--- src/rtl/autorange_pkg.sv ---
package autorange_pkg;

  typedef struct packed {
    logic stepUp;
    logic stepDown;
    logic forceTop;
  } rangeCmd_t;

  function automatic int unsigned pow10(input int unsigned e);
    int unsigned r;
    r = 1;
    for (int unsigned i = 0; i < e; i++) r = r * 10;
    return r;
  endfunction

endpackage

--- src/rtl/autorange_ctrl.sv ---
module autorange_ctrl
  import autorange_pkg::*;
#(
  parameter int DIGITS   = 4,
  parameter int UP_LIM   = 5500,
  parameter int DOWN_LIM = 500
) (
  input  logic                  loadStrobe,
  input  logic [DIGITS*4-1:0]   resultBcd,
  input  logic                  overRange,
  input  logic                  forceTop,
  output rangeCmd_t             cmd
);
  localparam int VAL_W = $clog2(pow10(DIGITS));

  logic [VAL_W-1:0] partial [DIGITS+1];
  assign partial[0] = '0;

  genvar d;
  generate
    for (d = 0; d < DIGITS; d++) begin : g_digit
      localparam logic [VAL_W-1:0] WEIGHT = VAL_W'(pow10(d));
      logic [VAL_W-1:0] digitVal;
      assign digitVal     = VAL_W'(resultBcd[d*4 +: 4]);
      assign partial[d+1] = partial[d] + digitVal * WEIGHT;
    end
  endgenerate

  logic [VAL_W-1:0] value;
  logic             isHigh;
  logic             isLow;

  assign value  = partial[DIGITS];
  assign isHigh = overRange || (value > VAL_W'(UP_LIM));
  assign isLow  = value < VAL_W'(DOWN_LIM);

  always_comb begin
    cmd.forceTop = forceTop;
    cmd.stepUp   = loadStrobe && isHigh;
    cmd.stepDown = loadStrobe && !isHigh && isLow;
  end

endmodule

--- src/rtl/autorange_dp.sv ---
module autorange_dp
  import autorange_pkg::*;
#(
  parameter int CNT_W    = 3,
  parameter int ZONE_TOP = 4
) (
  input  logic             clk,
  input  logic             rstN,
  input  rangeCmd_t        cmd,
  input  logic             rawMode,
  output logic [CNT_W-1:0] pos
);
  localparam logic [CNT_W-1:0] CNT_MAX  = '1;
  localparam logic [CNT_W-1:0] ZONE_LIM = CNT_W'(ZONE_TOP);

  logic [CNT_W-1:0] limit;
  logic [CNT_W-1:0] posNext;

  assign limit = rawMode ? CNT_MAX : ZONE_LIM;

  always_comb begin
    posNext = pos;
    if (cmd.forceTop)                     posNext = CNT_MAX;
    else if (cmd.stepUp && pos < limit)   posNext = pos + 1'b1;
    else if (cmd.stepDown && pos != '0)   posNext = pos - 1'b1;
  end

  always_ff @(posedge clk or negedge rstN) begin
    if (!rstN) pos <= '0;
    else       pos <= posNext;
  end

  assert_force_top_R8: assert property (@(posedge clk) disable iff (!rstN)
    cmd.forceTop |=> (pos == CNT_MAX));

  assert_zone_kept_R7: assert property (@(posedge clk) disable iff (!rstN)
    (!rawMode && !cmd.forceTop && pos <= ZONE_LIM) |=> (pos <= ZONE_LIM));

  assert_hold_idle_R5: assert property (@(posedge clk) disable iff (!rstN)
    (!cmd.stepUp && !cmd.stepDown && !cmd.forceTop) |=> $stable(pos));

  assert_floor_R6: assert property (@(posedge clk) disable iff (!rstN)
    (pos == '0 && !cmd.forceTop) |=> (pos <= CNT_W'(1)));

  assert_ceiling_R9: assert property (@(posedge clk) disable iff (!rstN)
    (pos == CNT_MAX) |=> (pos >= CNT_MAX - 1'b1));

  assert_single_step_R2: assert property (@(posedge clk) disable iff (!rstN)
    !cmd.forceTop |=> (pos == $past(pos) || pos == $past(pos) + 1'b1 ||
                       pos == $past(pos) - 1'b1));

endmodule

--- src/rtl/range_decode.sv ---
module range_decode #(
  parameter int CNT_W      = 3,
  parameter int NUM_RANGES = 4,
  parameter int NUM_OUT    = NUM_RANGES + 1
) (
  input  logic               clk,
  input  logic               rstN,
  input  logic [CNT_W-1:0]   pos,
  input  logic               selOhms,
  input  logic               rawMode,
  output logic [NUM_OUT-1:0] rangeSel
);
  localparam int IDX_W = $clog2(NUM_OUT) + 1;
  localparam logic [CNT_W-1:0] TOP_RANGE = CNT_W'(NUM_RANGES - 1);

  logic [CNT_W-1:0] clipped;
  logic [IDX_W-1:0] idx;

  assign clipped = (pos > TOP_RANGE) ? TOP_RANGE : pos;
  assign idx     = IDX_W'(clipped) + IDX_W'(selOhms);

  genvar j;
  generate
    for (j = 0; j < NUM_OUT; j++) begin : g_out
      logic rawBit;
      if (j < CNT_W) begin : g_raw
        assign rawBit = pos[j];
      end else begin : g_pad
        assign rawBit = 1'b0;
      end
      assign rangeSel[j] = rawMode ? rawBit : (idx == IDX_W'(j));
    end
  endgenerate

  assert_onehot_R10: assert property (@(posedge clk) disable iff (!rstN)
    !rawMode |-> ($countones(rangeSel) == 1));

  assert_ohms_floor_R11: assert property (@(posedge clk) disable iff (!rstN)
    (!rawMode && selOhms) |-> !rangeSel[0]);

endmodule

--- src/rtl/autorange_top.sv ---
module autorange_top
  import autorange_pkg::*;
#(
  parameter int DIGITS     = 4,
  parameter int CNT_W      = 3,
  parameter int ZONE_TOP   = 4,
  parameter int NUM_RANGES = 4,
  parameter int UP_LIM     = 5500,
  parameter int DOWN_LIM   = 500,
  parameter int NUM_OUT    = NUM_RANGES + 1
) (
  input  logic                clk,
  input  logic                rstN,
  input  logic                loadStrobe,
  input  logic [DIGITS*4-1:0] resultBcd,
  input  logic                overRange,
  input  logic                selOhms,
  input  logic                forceTop,
  input  logic                rawMode,
  output logic [NUM_OUT-1:0]  rangeSel
);
  rangeCmd_t        cmd;
  logic [CNT_W-1:0] pos;

  autorange_ctrl #(.DIGITS(DIGITS), .UP_LIM(UP_LIM), .DOWN_LIM(DOWN_LIM)) u_ctrl (
    .loadStrobe(loadStrobe), .resultBcd(resultBcd), .overRange(overRange),
    .forceTop(forceTop), .cmd(cmd)
  );

  autorange_dp #(.CNT_W(CNT_W), .ZONE_TOP(ZONE_TOP)) u_dp (
    .clk(clk), .rstN(rstN), .cmd(cmd), .rawMode(rawMode), .pos(pos)
  );

  range_decode #(.CNT_W(CNT_W), .NUM_RANGES(NUM_RANGES), .NUM_OUT(NUM_OUT)) u_dec (
    .clk(clk), .rstN(rstN), .pos(pos), .selOhms(selOhms), .rawMode(rawMode),
    .rangeSel(rangeSel)
  );

endmodule

--- config.mk ---
export PLATFORM = sky130hd
export DESIGN_NAME = autorange_top
export DESIGN_NICKNAME = d
export VERILOG_FILES = /design/src/rtl/autorange_pkg.sv /design/src/rtl/autorange_ctrl.sv /design/src/rtl/autorange_dp.sv /design/src/rtl/range_decode.sv /design/src/rtl/autorange_top.sv
export SDC_FILE = /design/constraint.sdc
export NUM_CORES = 1
export LEC_CHECK = 0
export ABC_AREA = 1
export CAP_MARGIN = 20
export CORE_MARGIN = 4
export CORE_UTILIZATION = 40
export DETAILED_ROUTE_END_ITERATION = 6
export PLACE_DENSITY = 0.69
export SLEW_MARGIN = 0
export SYNTH_ARGS = -nofsm -noshare
export SYNTH_HDL_FRONTEND = slang
export SYNTH_HIERARCHICAL = 1
export SYNTH_SLANG_ARGS = --single-unit
--- constraint.sdc ---
create_clock -name clk -period 1.75 [get_ports clk]
set_input_delay 0.4375 -clock clk [delete_from_list [all_inputs] [get_ports clk]]
set_output_delay 0.4375 -clock clk [all_outputs]
set_load 0.05 [all_outputs]
==> flow_summary.toml <==
[outcome]
run_status = "complete, but fails checks"
violations_in_the_final_reports = "setup timing"

[cells_and_area]
reg.largest.list = "u_dp/pos: 3 flops"
syn_to_final_growth_pct = 59.0
final_net_count = 471
antennaDiodeCount = 0
drive_above_1_share_pct = 40.8
largest_register = "u_dp/pos"
fill_cells = 440
largest_register_ff_count = 3
layout.cells.non_filler = 445
post-route-cell-area_um2 = 3500

[clocking]
h-tree-depth = 1
clk_pin_slew_worst_paths_ns = 0.03
maximum_buffer_depth_of_the_clock_tree = 2
postCtsHoldBufs = 0
clock_tree.root_cell = "sky130_fd_sc_hd__clkbuf_8"
worst_skew_pair.late_latency_ns = 0.21
cts.sinks = 3
tritoncts = "built"
total_cts_buffers = 3

[synthesis]
netlist-cell-type-count = 31
post_synth_instance_area_um2 = 2200
synth-edff-count = 0
synthArstFlopShare_pct = 100
synthesis.area_per_instance_um2 = 7.56
syn-instance-count = 291
synth.yosys.seq_area_share_pct = 3.41
synth.net_count = 386
yosys_most_used_dff = "sky130_fd_sc_hd__dfrtp_1"
synth.ff_latch_count = 3
ys.warnings.count = 6

[placement]
gp_congestion = 0.809
place_area_um2 = 3260
port-buffer-count = 27
numPlacedInstances = 435
detailedPlacementHpwl_mm = 4.43

[sta]
grt_setup_unrepaired = "yes"
finalWorstSetupSlack_ns = -3.04
slew-limit-headroom_pct = 74.2
tns_ns = -10.67
final.hold.worst_slack_ns = 0.408
finalClockSkew_ns = 0.000317
slew_violations = 0
fmax_mhz = 209
min_period_over_period_pct = 274
final_setup_violation_count = 8
period_needed_ns = 4.79
hold_viol = 0
tightestPinTransition_ns = 0.384

[critical_path]
worst-endpoint-required_ns = 1.84
reg2regPathDepth = 9
timing.setup.critical_path_class = "input port to register"
timing.critical_path.to_type = "register"
path_max_fanout = 3
worst_ep_arrival_time_ns = 4.88
crit_path_start_kind = "input port"

[grt]
antenna_violations_before_repair = 0
grt_pass1_wl_mm = 9.25
track_usage_pct = 17.0
first_global_vias = 2231
grt_max_degree = 8
overflow_left_after_global_routing = 0

[power_and_ir_drop]
power.density_nw_per_um2 = 1490
total_leakage_power_nw = 1.79
worst_ir_drop_vdd_uv = 1100

[drt]
avgViaCountPerCell = 4.71
drtIter0Drc = 68
drt_first_pass_iters = 4
routed_wire_length_per_instance_um = 11.8
route.detailed.drc = 0
drt-total-wl_mm = 5.26
ant_nets = 0
dr_total_vias = 2098

[floorplan]
dieWidth_um = 82.2
fp.dieH_um = 82.2
floorplan_core_area_um2 = 5200
start_util_pct = 42.3
io_pins = 28
floorplan.rows = 26
die_footprint_um2 = 6750

[flow_run]
cap_viol_max_count = 0

[worst_hold_path]
holdCritPathClass = "input port to asynchronous set/reset pin"
[worst paths after layout]
check | start | endpoint | slack, ns
setup / recovery | resultBcd[7] | u_dp/pos[1] | -3.04
min in group clk | u_dp/pos[0] | u_dp/pos[0] | 0.58
max in group asynchronous | rstN | u_dp/pos[2] | 1.21
hold reg to reg | u_dp/pos[0] | u_dp/pos[0] | 0.58
hold / removal | rstN | u_dp/pos[0] | 0.41
setup reg to reg | u_dp/pos[1] | u_dp/pos[1] | -0.08
[routing by layer]
| metal | vias up | track usage, % | share of wire (%) |
|---|---|---|---|
| met2 | 22 | 33.8 | 55 |
| met5 | - | 0 | 0 |
| met3 | 2 | 0.759 | 1.9 |
| met4 | 0 | 1.83 | 0.51 |
| met1 | 985 | 20.6 | 43 |
| li1 | 1089 | - | - |
[metrics by stage]
| stage | setup slack [ns] | utilization [%] | power (mW) |
|---|---|---|---|
| after floorplan | -2.95 | - | 3.33 |
| after global routing | -3.30 | 67.2 | 5.76 |
| after detailed placement | -3.77 | 62.6 | 4.55 |
| after CTS | -3.05 | 65.9 | 4.99 |
| after global placement | -3.66 | 62.6 | 4.44 |
| final | -3.04 | 67.2 | 5.20 |
[worst max-delay path, cell delays in order]
cell,delay (ns)
sky130_fd_sc_hd__clkdlybuf4s50_1,0.42
sky130_fd_sc_hd__ha_1,0.29
sky130_fd_sc_hd__ha_1,0.18
sky130_fd_sc_hd__inv_2,0.05
sky130_fd_sc_hd__fa_2,0.35
sky130_fd_sc_hd__xnor2_2,0.18
sky130_fd_sc_hd__fa_1,0.45
sky130_fd_sc_hd__ha_1,0.34
sky130_fd_sc_hd__ha_4,0.29
sky130_fd_sc_hd__inv_2,0.04
sky130_fd_sc_hd__nand2_2,0.10
sky130_fd_sc_hd__a21boi_1,0.11
sky130_fd_sc_hd__nor2_2,0.16
sky130_fd_sc_hd__nand2_1,0.08
sky130_fd_sc_hd__nor2_2,0.10
sky130_fd_sc_hd__nand2_1,0.06
sky130_fd_sc_hd__nand2_1,0.07
sky130_fd_sc_hd__nand3_2,0.06
sky130_fd_sc_hd__nand2_1,0.05
sky130_fd_sc_hd__nand2_1,0.05
sky130_fd_sc_hd__a21oi_2,0.15
sky130_fd_sc_hd__inv_1,0.07
sky130_fd_sc_hd__a21oi_2,0.11
sky130_fd_sc_hd__nand2_2,0.08
sky130_fd_sc_hd__fa_2,0.43
sky130_fd_sc_hd__o21ai_1,0.12
sky130_fd_sc_hd__o21ai_1,0.07
[synth_stat cells, types with 3 or more instances]
cell,number,share of area (%)
sky130_fd_sc_hd__nand3_1,19,4.3
sky130_fd_sc_hd__nand4_1,3,0.85
sky130_fd_sc_hd__dfrtp_1,3,3.4
sky130_fd_sc_hd__a21oi_1,9,2.0
sky130_fd_sc_hd__a21oi_2,3,1.2
sky130_fd_sc_hd__nand2_2,4,1.1
sky130_fd_sc_hd__xnor2_1,8,3.2
sky130_fd_sc_hd__nand2_1,59,10
sky130_fd_sc_hd__ha_1,54,31
sky130_fd_sc_hd__inv_2,3,0.51
sky130_fd_sc_hd__inv_1,56,9.6
sky130_fd_sc_hd__o21ai_0,5,1.1
sky130_fd_sc_hd__nand2_4,3,1.5
sky130_fd_sc_hd__fa_1,18,16
sky130_fd_sc_hd__nor2_2,5,1.4
sky130_fd_sc_hd__xor2_1,3,1.2
sky130_fd_sc_hd__nor2_1,13,2.2
sky130_fd_sc_hd__nand3_2,3,1.4
[where the power goes]
part           total, mW  leakage, nW  internal [mW]  switching, mW
logic               4.89         1.74           2.45           2.45
clock network      0.195       0.0228          0.155         0.0398
registers          0.108       0.0296         0.0941         0.0138
total               5.20         1.79           2.70           2.50
[cells by family (layout without fill, tap and decap cells)]
| family | Yosys count | after routing | synth area share, % |
|---|---|---|---|
| simple gates | 118 | 118 | 26.7 |
| xor+xnor | 12 | 12 | 5.12 |
| compound gates | 24 | 24 | 6.88 |
| buf+inv | 62 | 146 | 10.8 |
| flops | 3 | 3 | 3.41 |
| fa+ha+maj | 72 | 72 | 47.1 |
[layout make-up]
cell class | count | area [um^2] | area share, %
multi-input cells | 226 | 2330 | 66.7
repair buffers | 81 | 729 | 20.9
inverters | 61 | 229 | 6.55
well taps | 70 | 87.6 | 2.50
flip-flops and latches | 3 | 75.1 | 2.15
clock buffers | 4 | 45.0 | 1.29
[what timing repair did]
action | in CTS | in global routing
resized for setup | 39 | 16
hold endpoints to repair | 0 | 0
pin swaps | 44 | 22
setup endpoints to repair | 8 | 8
buffers inserted | 5 | 1
[cells in the final DEF, fill, tap and decap left out, types with 2 or more instances in the layout]
master,n
sky130_fd_sc_hd__a211oi_2,2
sky130_fd_sc_hd__xnor2_2,2
sky130_fd_sc_hd__nand3b_1,2
sky130_fd_sc_hd__ha_1,34
sky130_fd_sc_hd__inv_1,46
sky130_fd_sc_hd__xnor2_1,6
sky130_fd_sc_hd__dfrtp_1,3
sky130_fd_sc_hd__nand3_2,5
sky130_fd_sc_hd__nand2_4,9
sky130_fd_sc_hd__nor2_4,3
sky130_fd_sc_hd__fa_1,16
sky130_fd_sc_hd__clkbuf_8,3
sky130_fd_sc_hd__ha_4,20
sky130_fd_sc_hd__nand3b_4,2
sky130_fd_sc_hd__nand3_1,16
sky130_fd_sc_hd__nand4_1,3
sky130_fd_sc_hd__inv_2,13
sky130_fd_sc_hd__buf_12,5
sky130_fd_sc_hd__dlygate4sd2_1,3
sky130_fd_sc_hd__a21oi_4,2
sky130_fd_sc_hd__o21ai_1,5
sky130_fd_sc_hd__buf_4,52
sky130_fd_sc_hd__nor2_1,10
sky130_fd_sc_hd__a21oi_2,6
sky130_fd_sc_hd__buf_6,2
sky130_fd_sc_hd__buf_2,2
sky130_fd_sc_hd__dlymetal6s2s_1,2
sky130_fd_sc_hd__clkdlybuf4s50_1,14
sky130_fd_sc_hd__xor2_1,3
sky130_fd_sc_hd__fa_2,2
sky130_fd_sc_hd__clkinv_1,2
sky130_fd_sc_hd__a21boi_1,2
sky130_fd_sc_hd__nand2_2,11
sky130_fd_sc_hd__nand2_1,46
sky130_fd_sc_hd__a21oi_1,4
sky130_fd_sc_hd__nor2_2,5
Note: power is estimated with default switching activity, not from simulation.
